File: config.mk
export PLATFORM = sky130hd
export DESIGN_NAME = banked_regfile
export DESIGN_NICKNAME = d
export VERILOG_FILES = /design/src/rtl/bankreg_pkg.sv /design/src/rtl/bankreg_ctrl.sv /design/src/rtl/bankreg_dpath.sv /design/src/rtl/banked_regfile.sv
export SDC_FILE = /design/constraint.sdc
export NUM_CORES = 1
export LEC_CHECK = 0
export BUFFER_PORTS_ARGS = -buffer_cell sky130_fd_sc_hd__buf_2
export CAP_MARGIN = 20
export CORE_AREA = 4 4 162 164
export CTS_CLUSTER_SIZE = 14
export DETAILED_ROUTE_END_ITERATION = 6
export DIE_AREA = 0 0 166 168
export HOLD_SLACK_MARGIN = 0.12
export SYNTH_ARGS = -nofsm -noshare
export SYNTH_HDL_FRONTEND = slang
export SYNTH_SLANG_ARGS = --single-unit
File: constraint.sdc
create_clock -name clk -period 1.9 [get_ports clk]
set_clock_uncertainty 0.05 [all_clocks]
set_input_delay 0.285 -clock clk [delete_from_list [all_inputs] [get_ports clk]]
set_output_delay 0.285 -clock clk [all_outputs]
set_load 0.01 [all_outputs]
File: src/rtl/bankreg_pkg.sv
package bankreg_pkg;
  localparam int DATA_W   = 16;
  localparam int IP_W     = 24;
  localparam int BYTE_W   = 8;
  localparam int SPEC_W   = 3;
  localparam int NGEN     = 1 << SPEC_W;
  localparam int NSYS     = 1 << (SPEC_W - 1);
  localparam int SYS_W    = SPEC_W - 1;
  localparam int MODE_BIT = 12;
  localparam int NPORT    = 2;

  typedef enum logic [1:0] {
    WR_WORD    = 2'd0,
    WR_LO_IMM  = 2'd1,
    WR_HI_IMM  = 2'd2,
    WR_LO_LOAD = 2'd3
  } wr_mode_e;

  typedef struct packed {
    logic [NGEN-1:0]              genWe;
    logic [NSYS-1:0]              sysWe;
    wr_mode_e                     wrMode;
    logic [NPORT-1:0]             rdSys;
    logic [NPORT-1:0][SPEC_W-1:0] rdIdx;
  } strobe_t;

  function automatic logic [IP_W-1:0] mergeWrite(
    input logic [IP_W-1:0] oldVal,
    input logic [IP_W-1:0] newVal,
    input wr_mode_e        mode
  );
    logic [IP_W-1:0] res;
    case (mode)
      WR_WORD:   res = newVal;
      WR_HI_IMM: res = {oldVal[IP_W-1:DATA_W], newVal[BYTE_W-1:0], oldVal[BYTE_W-1:0]};
      default:   res = {oldVal[IP_W-1:DATA_W], {BYTE_W{1'b0}}, newVal[BYTE_W-1:0]};
    endcase
    return res;
  endfunction
endpackage

File: src/rtl/bankreg_ctrl.sv
module bankreg_ctrl
  import bankreg_pkg::*;
(
  input  logic              clk,
  input  logic              rstN,
  input  logic              kernelMode,
  input  logic [SPEC_W-1:0] rdSelA,
  input  logic              rdSysA,
  input  logic [SPEC_W-1:0] rdSelB,
  input  logic              rdSysB,
  input  logic              wrEn,
  input  logic [SPEC_W-1:0] wrSel,
  input  logic              wrSys,
  input  logic [1:0]        wrMode,
  output strobe_t           st
);
  logic wrBank;

  always_comb begin
    wrBank   = wrSel[SPEC_W-1] & (kernelMode | wrSys);
    st       = '0;
    st.wrMode = wr_mode_e'(wrMode);
    if (wrEn) begin
      if (wrBank) st.sysWe[wrSel[SYS_W-1:0]] = 1'b1;
      else        st.genWe[wrSel] = 1'b1;
    end
    st.rdSys[0] = rdSelA[SPEC_W-1] & (kernelMode | rdSysA);
    st.rdIdx[0] = rdSelA;
    st.rdSys[1] = rdSelB[SPEC_W-1] & (kernelMode | rdSysB);
    st.rdIdx[1] = rdSelB;
  end

  AST_ONE_TARGET: assert property (@(posedge clk) disable iff (!rstN)
    $onehot0({st.genWe, st.sysWe})) else $error("multiple write targets");
  AST_IDLE_NO_STROBE: assert property (@(posedge clk) disable iff (!rstN)
    !wrEn |-> ($countones({st.genWe, st.sysWe}) == 0)) else $error("strobe without enable");
  AST_LOW_SPEC_GENERAL: assert property (@(posedge clk) disable iff (!rstN)
    (wrEn && !wrSel[SPEC_W-1]) |-> (st.sysWe == '0)) else $error("low specifier hit system bank");
  AST_OVERRIDE_READ: assert property (@(posedge clk) disable iff (!rstN)
    (rdSysA && rdSelA[SPEC_W-1]) |-> st.rdSys[0]) else $error("override ignored");
endmodule

File: src/rtl/bankreg_dpath.sv
module bankreg_dpath
  import bankreg_pkg::*;
(
  input  logic                          clk,
  input  logic                          rstN,
  input  strobe_t                       st,
  input  logic [IP_W-1:0]               wrData,
  output logic [NPORT-1:0][DATA_W-1:0]  rdData,
  output logic [IP_W-1:0]               ipOut,
  output logic                          kernelMode
);
  localparam int ST_IDX = NSYS - 1;
  localparam logic [DATA_W-1:0] ST_RESET = DATA_W'(1) << MODE_BIT;

  logic [DATA_W-1:0] genQ [NGEN];
  logic [DATA_W-1:0] sysQ [NSYS-1:1];
  logic [IP_W-1:0]   ipQ;

  genvar i;
  generate
    for (i = 0; i < NGEN; i++) begin : g_gen
      always_ff @(posedge clk) begin
        if (!rstN)            genQ[i] <= '0;
        else if (st.genWe[i]) genQ[i] <= DATA_W'(mergeWrite(IP_W'(genQ[i]), wrData, st.wrMode));
      end

      AST_HI_KEEPS_LOW: assert property (@(posedge clk) disable iff (!rstN)
        (st.genWe[i] && st.wrMode == WR_HI_IMM) |=> (genQ[i][BYTE_W-1:0] == $past(genQ[i][BYTE_W-1:0])))
        else $error("high write touched low byte");
      AST_LO_CLEARS_HI: assert property (@(posedge clk) disable iff (!rstN)
        (st.genWe[i] && (st.wrMode == WR_LO_IMM || st.wrMode == WR_LO_LOAD)) |=> (genQ[i][DATA_W-1:BYTE_W] == '0))
        else $error("low write left upper byte");
    end

    for (i = 1; i < NSYS; i++) begin : g_sys
      always_ff @(posedge clk) begin
        if (!rstN)            sysQ[i] <= (i == ST_IDX) ? ST_RESET : '0;
        else if (st.sysWe[i]) sysQ[i] <= DATA_W'(mergeWrite(IP_W'(sysQ[i]), wrData, st.wrMode));
      end
    end

    for (i = 0; i < NPORT; i++) begin : g_rd
      always_comb begin
        if (!st.rdSys[i])                        rdData[i] = genQ[st.rdIdx[i]];
        else if (st.rdIdx[i][SYS_W-1:0] == '0)   rdData[i] = ipQ[DATA_W-1:0];
        else                                     rdData[i] = sysQ[st.rdIdx[i][SYS_W-1:0]];
      end
    end
  endgenerate

  always_ff @(posedge clk) begin
    if (!rstN)          ipQ <= '0;
    else if (st.sysWe[0]) ipQ <= mergeWrite(ipQ, wrData, st.wrMode);
  end

  assign ipOut      = ipQ;
  assign kernelMode = sysQ[ST_IDX][MODE_BIT];

  AST_MODE_AFTER_RESET: assert property (@(posedge clk) disable iff (!rstN)
    $past(!rstN) |-> kernelMode) else $error("not kernel after reset");
  AST_MODE_HOLDS: assert property (@(posedge clk) disable iff (!rstN)
    !st.sysWe[ST_IDX] |=> $stable(kernelMode)) else $error("mode moved without status write");
  AST_IP_HOLDS: assert property (@(posedge clk) disable iff (!rstN)
    !st.sysWe[0] |=> $stable(ipQ)) else $error("ip moved without write");
endmodule

File: src/rtl/banked_regfile.sv
module banked_regfile
  import bankreg_pkg::*;
(
  input  logic              clk,
  input  logic              rstN,
  input  logic [SPEC_W-1:0] rdSelA,
  input  logic              rdSysA,
  output logic [DATA_W-1:0] rdDataA,
  input  logic [SPEC_W-1:0] rdSelB,
  input  logic              rdSysB,
  output logic [DATA_W-1:0] rdDataB,
  input  logic              wrEn,
  input  logic [SPEC_W-1:0] wrSel,
  input  logic              wrSys,
  input  logic [1:0]        wrMode,
  input  logic [IP_W-1:0]   wrData,
  output logic [IP_W-1:0]   ipOut,
  output logic              kernelMode
);
  strobe_t st;
  logic [NPORT-1:0][DATA_W-1:0] rdData;

  bankreg_ctrl u_ctrl (
    .clk(clk), .rstN(rstN), .kernelMode(kernelMode),
    .rdSelA(rdSelA), .rdSysA(rdSysA), .rdSelB(rdSelB), .rdSysB(rdSysB),
    .wrEn(wrEn), .wrSel(wrSel), .wrSys(wrSys), .wrMode(wrMode), .st(st)
  );

  bankreg_dpath u_dpath (
    .clk(clk), .rstN(rstN), .st(st), .wrData(wrData),
    .rdData(rdData), .ipOut(ipOut), .kernelMode(kernelMode)
  );

  assign rdDataA = rdData[0];
  assign rdDataB = rdData[1];
endmodule

* Word-level counts from Yosys, hierarchy flattened *
Memory sizes are Yosys's and may differ from the RTL's.
Cells that the tools add are included.

storage, ports and cells
  memory bits (writable) = 176
  logic and storage cells = 165
  register bits = 24
  memories kept = 2
  input port bits = 41

memory list
  name          depth  bits a word  rd ports  clocked after Yosys merged registers in  wr ports  RTL line             text
  u_dpath.genQ  8      16           2         0                                        8         bankreg_dpath.sv:15  logic [DATA_W-1:0] genQ [NGEN];
  u_dpath.sysQ  3      16           3         0                                        3         bankreg_dpath.sv:16  logic [DATA_W-1:0] sysQ [NSYS-1:1];

cells by class
  order comparisons = 4
  bitwise operators = 28
  mux-type cells = 100
  equality and inequality tests = 11
  reduce and logical (&&, ||, !) cells = 17

operator list
  cell                  number
  $mux W16              27
  $pmux W16 S2          11
  $mux W8               21
  $pmux W24 S2          1
  $mux W1               36
  $ne A3 B3 Y1 const B  10
  $or A1 B1 Y1          24
  $reduce_and A2 Y1     11
  $mux W12              1
  $logic_not A2 Y1      3
  $lt A3 B4 Y1 const B  1
  $mux W4               1
  $and A1 B1 Y1         3
  $demux W1 S3          1
  $ge A3 B1 Y1 const B  1
  $lt A2 B3 Y1 const B  1
  $reduce_and A3 Y1     1
  $demux W1 S2          1
  $eq A2 B2 Y1 const B  1
  $ge A2 B1 Y1 const B  1
  $logic_and A1 B1 Y1   2
  $not A1 Y1            1

* Longest topological paths before layout *
Gate-level depths: netlist of run 1.

  depth in word-level cells = 11
  mapped depth = 6
  depth with buffers taken out = 3

* Modules after synthesis *
Synthesis of run 1 repeated with hierarchy kept, for this count alone.

unflattened totals
  cells, all modules = 908
  area total of the unflattened synthesis = 11008.1 µm²

modules (own cells, without submodules)
  module         seq. area each (µm²)  instances  area each (µm²)  cells an instance
  bankreg_dpath  5765.5                1          10816.6          880
  bankreg_ctrl   0.0                   1          191.4            28

* Least setup slack after synthesis of run 1 *
OpenSTA, ideal clock, no wires.

  kind = reg-to-reg
  start point = memory u_dpath.sysQ[3][12]
  end point = memory u_dpath.genQ[7][0] (enable)
  stages on the path, launching flop included = 6
  setup slack = -234 ps
  data arrival time = 1710 ps
  cell sequence = edfxtp_1 > buf_6 > and4bb_2 > nand2_1 > clkbuf_1 > o21ai_1

RTL lines
  element      RTL line
  from (decl)  bankreg_dpath.sv:16
  to (decl)    bankreg_dpath.sv:15

==> run_results.csv, run 1 <==
group,metric,value,unit
sta,setup_ws,-0.481,ns
routing,routed_via_density,5.73,
clock_network,clkSinkCount,200,
floorplanning,die-area,0.0279,mm²
clock_network,htreeDepth,4,
sta,tns,-12.72,ns
clock_network,cts-root-buf,"clkbuf_16",
flow_run,maxCapViolCount,0,
synthesis,syn-instance-count,924,
floorplanning,die_w,166,µm
clock_network,clk_path_buf_depth,2,
critical_path,crit_arrival,2.05,ns
routing,wl,32800,µm
final_layout,regArea,0.00577,mm²
sta,slew_viol_final,0,
sta,relSlewSlack,63.9,%
critical_path,critPathRequiredTime,1.56,ns
min_path,hp-class,"in2reg",
place,hpwl,24900,µm
global_routing,grt_pass1_wl,50600,µm
global_routing,overflow,0,
global_routing,grt_pass1_vias,8244,
routing,dr.pass1.iters,7,
floorplanning,die_height,168,µm
synthesis,synth_area_leaders,"edfxtp_1, mux2_2, mux4_2, mux2_1, nor2_1",
critical_path,timing_worst_setup_path_type,"reg2out",
power,p_leak,5.31,nW
clock_network,clk_pin_slew,0.07,ns
clock_network,cts_tree,"done",
sta,hold_violations,0,
synthesis,synth_warnings,0,
floorplanning,pin_count,98,
final_layout,synthToLayoutAreaGrowth,28.5,%
sta,finalCriticalPeriod,2.38,ns
routing,wl_per_cell,22.7,µm
routing,drc,1,
sta,fin_crit_sh,125,%
place,io_buffers,97,
sta,worstMarginPinSlew,0.542,ns
critical_path,reg2reg_depth,7,
routing,drtIter0Drc,690,
floorplanning,core,0.0249,mm²
critical_path,crit_fanout,8,
floorplanning,start_util,44.1,%
status,violations,"DRC, setup timing",
global_routing,grt_max_degree,56,
synthesis,synth_top_area_share,48.1,%
sta,holdWs,0.242,ns
place,place_congestion,0.979,
global_routing,grtUsageTotal,23.4,%
critical_path,worstSetupStartpointType,"flop",
clock_network,cts_buffers,17,
synthesis,ys_ff_latch,200,
synthesis,yosysTopAreaCell,"edfxtp_1",
final_layout,fin_nets,1142,
power,vdd_drop_max,570,µV
synthesis,synth.avg_cell_area,11.9,µm²
synthesis,ys_types,35,
sta,max_freq,0.420,GHz
global_routing,antenna_found_initial,1,
final_layout,drive_gt1_share,36.8,%
place,place_inst,1392,
synthesis,yosysSeqAreaShare,52.5,%
clock_network,clock_latency,0.43,ns
status,status,"finished, violations left",
final_layout,stdcell_count,1445,
synthesis,synth_nets,965,
min_path,min_path_cells,4,
final_layout,fillers,2083,
routing,via_count,8274,
routing,detail-route-antenna-nets,0,
floorplanning,fp-row-count,58,
critical_path,cp-end-kind,"primary output",
power,p_per_area,729,mW/mm²
sta,setup_viol,32,
synthesis,synth_area,0.0110,mm²
sta,rsz0062_at_grt,"true",
final_layout,multi_input_area,0.00517,mm²
cells in the final DEF (no fill, tap or decap), types with 10 or more instances in the layout:
| cell | synthesis | layout |
|---|---|---|
| dlygate4sd3_1 | 0 | 15 |
| o21ai_1 | 26 | 18 |
| nand3_1 | 58 | 51 |
| buf_4 | 4 | 76 |
| a22oi_1 | 32 | 16 |
| mux2_1 | 61 | 61 |
| mux2i_1 | 24 | 24 |
| buf_2 | 20 | 92 |
| edfxtp_1 | 176 | 176 |
| dfxtp_1 | 24 | 24 |
| a22oi_2 | 0 | 16 |
| buf_6 | 5 | 17 |
| a32oi_1 | 32 | 23 |
| clkbuf_16 | 0 | 19 |
| nand2b_1 | 36 | 36 |
| or2_1 | 11 | 10 |
| buf_12 | 0 | 37 |
| mux4_2 | 32 | 32 |
| nor2_1 | 176 | 176 |
| nand2_1 | 50 | 47 |
| mux2_2 | 67 | 67 |
layout make-up:
class	instances	area share, %
clock buffers	19	3.22
multi-input cells	642	36.7
repair buffers	238	15.2
well taps	330	2.93
diodes	1	0.0177
inverters	2	0.0532
clock inverters	13	1.06
flip-flops and latches	200	40.9
worst max-delay path: stages (launching register included):
cell and delay (ns):
edfxtp_1 0.42, buf_6 0.17, buf_6 0.11, or2_4 0.25
buf_6 0.15, a32oi_1 0.17, nand3_1 0.16, buf_2 0.18
power breakdown:
group | switching (mW) | total, mW | internal [mW]
Sequential | 0.101 | 5.06 | 4.96
Combinational | 0.840 | 1.57 | 0.733
Clock | 1.80 | 3.65 | 1.85
Total | 2.74 | 10.3 | 7.54
synthesized netlist by cell type (all sizes together):
master    n
inv       2
nor4      1
o211a     3
and3      1
or4       8
nand2    50
mux2    128
clkbuf   45
mux2i    24
nand3    58
nand2b   36
a22oi    32
and2b     1
nor2b     2
a21boi    8
o21ai    30
dfxtp    24
and2      1
o211ai    1
or2      11
nor2    176
buf      36
and3b     1
and4bb    2
mux4     32
edfxtp  176
nor4bb    1
nor4b     2
a32oi    32
metal layers:
metal | part of all wire, % | vias to the layer above | wire (µm) | track usage (%)
met5 | 0 | - | 0 | 0
met3 | 5.6 | 48 | 1850 | 3.99
met4 | 2.3 | 0 | 763 | 6.74
met1 | 45 | 4132 | 14800 | 33.5
met2 | 47 | 282 | 15500 | 37.2
li1 | - | 3812 | - | -
cell families after synthesis:
| logic type | after synthesis | synth area share (%) |
|---|---|---|
| buffers and inverters | 83 | 3.55 |
| multiplexers | 184 | 21.9 |
| flip-flops | 200 | 52.5 |
| AO/OA/AOI/OAI | 106 | 7.12 |
| AND/OR/NAND/NOR | 351 | 14.9 |
stage by stage:
step / worst slack, ns / instance area, µm² / power [mW] / util [%]
2_1_floorplan: -0.0761 / 11100 / 5.93 / -
3_3_place_gp: -0.150 / 13000 / 6.61 / 52.2
4_1_cts: -0.435 / 13900 / 10.3 / 55.9
5_1_grt: -0.515 / 14100 / 10.7 / 56.7
6_report: -0.481 / 14100 / 10.3 / 56.7
3_5_place_dp: -0.147 / 13000 / 6.63 / 52.2
final timing paths:
check / end / slack, ns / start
max: rdDataB[14] / -0.48 / u_dpath.sysQ[3][12]
min: u_dpath.ipOut[7] / 0.24 / wrData[7]
max reg2reg: u_dpath.genQ[6][11] / 0 / u_dpath.sysQ[3][12]
min reg2reg: u_dpath.ipOut[18] / 0.41 / u_dpath.ipOut[18]
flip-flops by register name, indices dropped and copies added, names as in the netlist:
signal,count
u_dpath.genQ,128
u_dpath.sysQ,48
u_dpath.ipOut,24
what timing repair did:
action	CTS	global route
hold buffers	15	0
endpoints found under the setup margin	109	154
gates resized for setup	35	27
buffers inserted	1	2
hold endpoints to repair	15	0
pin swaps	46	16
gates cloned	1	1
(Power assumes the default switching activity.)
==> inputs of run 2 (changes only) <==
--- a/config.mk
+++ b/config.mk
@@ -8,6 +8,7 @@
 export BUFFER_PORTS_ARGS = -buffer_cell sky130_fd_sc_hd__buf_2
 export CAP_MARGIN = 20
 export CORE_AREA = 4 4 162 164
+export CTS_BUF_LIST = sky130_fd_sc_hd__clkbuf_8
 export CTS_CLUSTER_SIZE = 14
 export DETAILED_ROUTE_END_ITERATION = 6
 export DIE_AREA = 0 0 166 168
==> run 2 against run 1 <==
The flow still finishes with violations (DRC, setup timing). Combinational power is essentially flat. Sequential share of layout area rose by 0.56 points. Core utilization down 0.77 points. Wire length down 0.34%. Global-route usage is 0.26 points lower. Worst hold slack worse by 0.034 ns. Largest power group unchanged. Largest cell class unchanged.
==> run_results.csv, run 2 (synthesis results as in run 1) <==
group,metric,value,unit
global_routing,grt_max_degree,56,
global_routing,grt_pass1_vias,8264,
power,vdd_drop_max,401,µV
clock_network,clk_pin_slew,0.11,ns
sta,fin_crit_sh,127,%
place,place_inst,1392,
routing,wl_per_cell,22.6,µm
clock_network,htreeDepth,4,
critical_path,slowest_delay,0.42,ns
sta,rsz0062_at_grt,"true",
final_layout,stdcell_count,1445,
routing,routed_via_density,5.73,
place,hpwl,24900,µm
place,io_buffers,97,
sta,hold_violations,0,
critical_path,critPathRequiredTime,1.56,ns
place,place_congestion,0.979,
floorplanning,die_w,166,µm
sta,max_freq,0.415,GHz
clock_network,clk_path_buf_depth,2,
sta,holdWs,0.209,ns
critical_path,crit_fanout,8,
power,p_leak,5.22,nW
critical_path,critPathMostFrequentCell,"buf_6",
sta,setup_viol,32,
sta,setup_ws,-0.509,ns
sta,relSlewSlack,63.7,%
global_routing,grtUsageTotal,23.2,%
critical_path,critPathSlowestCell,"edfxtp_1",
clock_network,clkSinkCount,200,
final_layout,fin_nets,1141,
final_layout,regMostFlops,"u_dpath.genQ",
sta,finalCriticalPeriod,2.41,ns
floorplanning,die-area,0.0279,mm²
floorplanning,fp-row-count,58,
final_layout,synthToLayoutAreaGrowth,26.8,%
final_layout,final_cell_mix,"nor2_1, edfxtp_1, buf_2",
floorplanning,core,0.0249,mm²
routing,drc,13,
final_layout,drive_gt1_share,36.7,%
status,status,"finished, violations left",
critical_path,worstSetupStartpointType,"flop",
routing,wl,32700,µm
floorplanning,start_util,44.1,%
flow_run,maxCapViolCount,0,
critical_path,crit_path_cell_trace,"buf_6, buf_6, or2_4, buf_6, a32oi_1, nand3_1, buf_2",
sta,tns,-13.91,ns
floorplanning,pin_count,98,
min_path,hp-class,"in2reg",
place,pre_cts_slack,-0.147,ns
clock_network,clock_latency,0.46,ns
routing,drtIter0Drc,705,
critical_path,cp-end-kind,"primary output",
sta,slew_viol_final,0,
power,p_per_area,679,mW/mm²
global_routing,grt_pass1_wl,50200,µm
clock_network,cts-root-buf,"clkbuf_8",
critical_path,crit_arrival,2.07,ns
routing,via_count,8281,
critical_path,timing_worst_setup_path_type,"reg2out",
clock_network,cts_buffers,17,
global_routing,antenna_found_initial,1,
sta,worstMarginPinSlew,0.545,ns
power,p_total,9.44,mW
floorplanning,die_height,168,µm
routing,detail-route-antenna-nets,0,
clock_network,cts_tree,"done",
status,violations,"DRC, setup timing",
final_layout,largest_register_ffs,128,
routing,dr.pass1.iters,7,
global_routing,overflow,0,
final_layout,fillers,2101,
-- run 2: cell types whose count changed in the layout (fill, tap and decap cells not counted), sizes merged --
cell    change
buf         -1
bufinv      +1
clkbuf      -2
diode       +1
inv         +1
-- run 2: path summary, 6_finish.rpt --
check | cells past startpoint | end | slack, ns | startpoint
setup / recovery | 7 | rdDataB[14] | -0.51 | u_dpath.sysQ[3][12]
hold reg to reg | 2 | u_dpath.ipOut[17] | 0.41 | u_dpath.ipOut[17]
setup reg to reg | 7 | u_dpath.genQ[5][7] | 0.03 | u_dpath.sysQ[3][12]
hold / removal | 4 | u_dpath.ipOut[7] | 0.21 | wrData[7]
-- run 2: final cells by class --
type | count | area [µm²] | area share [%]
antenna | 2 | 5.00 | 0.0360
timing repair buffer | 237 | 2130 | 15.3
tap | 330 | 413 | 2.97
inverter | 2 | 7.51 | 0.0540
clock buffer | 17 | 234 | 1.68
clock inverter | 15 | 184 | 1.32
sequential | 200 | 5770 | 41.4
multi-input combinational | 642 | 5170 | 37.2
-- run 2: worst max-delay path: cells and delay by family, from the launching register on --
family,cells,cell delay (ns)
buffers and inverters,4,0.60
DFF,1,0.42
and+or+nand+nor,2,0.41
AOI/OAI and AO/OA,1,0.17
-- run 2: layer usage --
layer | wire [µm] | global-route usage (%) | part of all wire, % | up-vias
met3 | 1920 | 3.50 | 5.9 | 52
met5 | 0 | 0 | 0 | -
met2 | 15300 | 36.7 | 47 | 284
met1 | 14600 | 33.4 | 45 | 4137
li1 | - | - | - | 3808
met4 | 864 | 6.99 | 2.6 | 0
-- run 2: timing repair --
| action | CTS | global route |
|---|---|---|
| gates resized for setup | 36 | 26 |
| hold endpoints to repair | 15 | 0 |
| cloned | 1 | 1 |
| hold buffers | 15 | 0 |
| pin swaps | 48 | 17 |
| buffers inserted | 1 | 1 |
| setup endpoints to repair | 108 | 156 |
-- run 2: through the flow --
step                      utilization, %  area [µm²]
after detailed placement            52.2       13000
after global placement              52.2       13000
final                               55.9       13900
after CTS                           55.2       13700
after global routing                55.9       13900
after floorplan                        -       11100
-- run 2: report_power, final --
part           internal, mW  switching, mW
combinational         0.733          0.838
clock                  1.12           1.69
sequential             4.96          0.100
total                  6.81           2.63
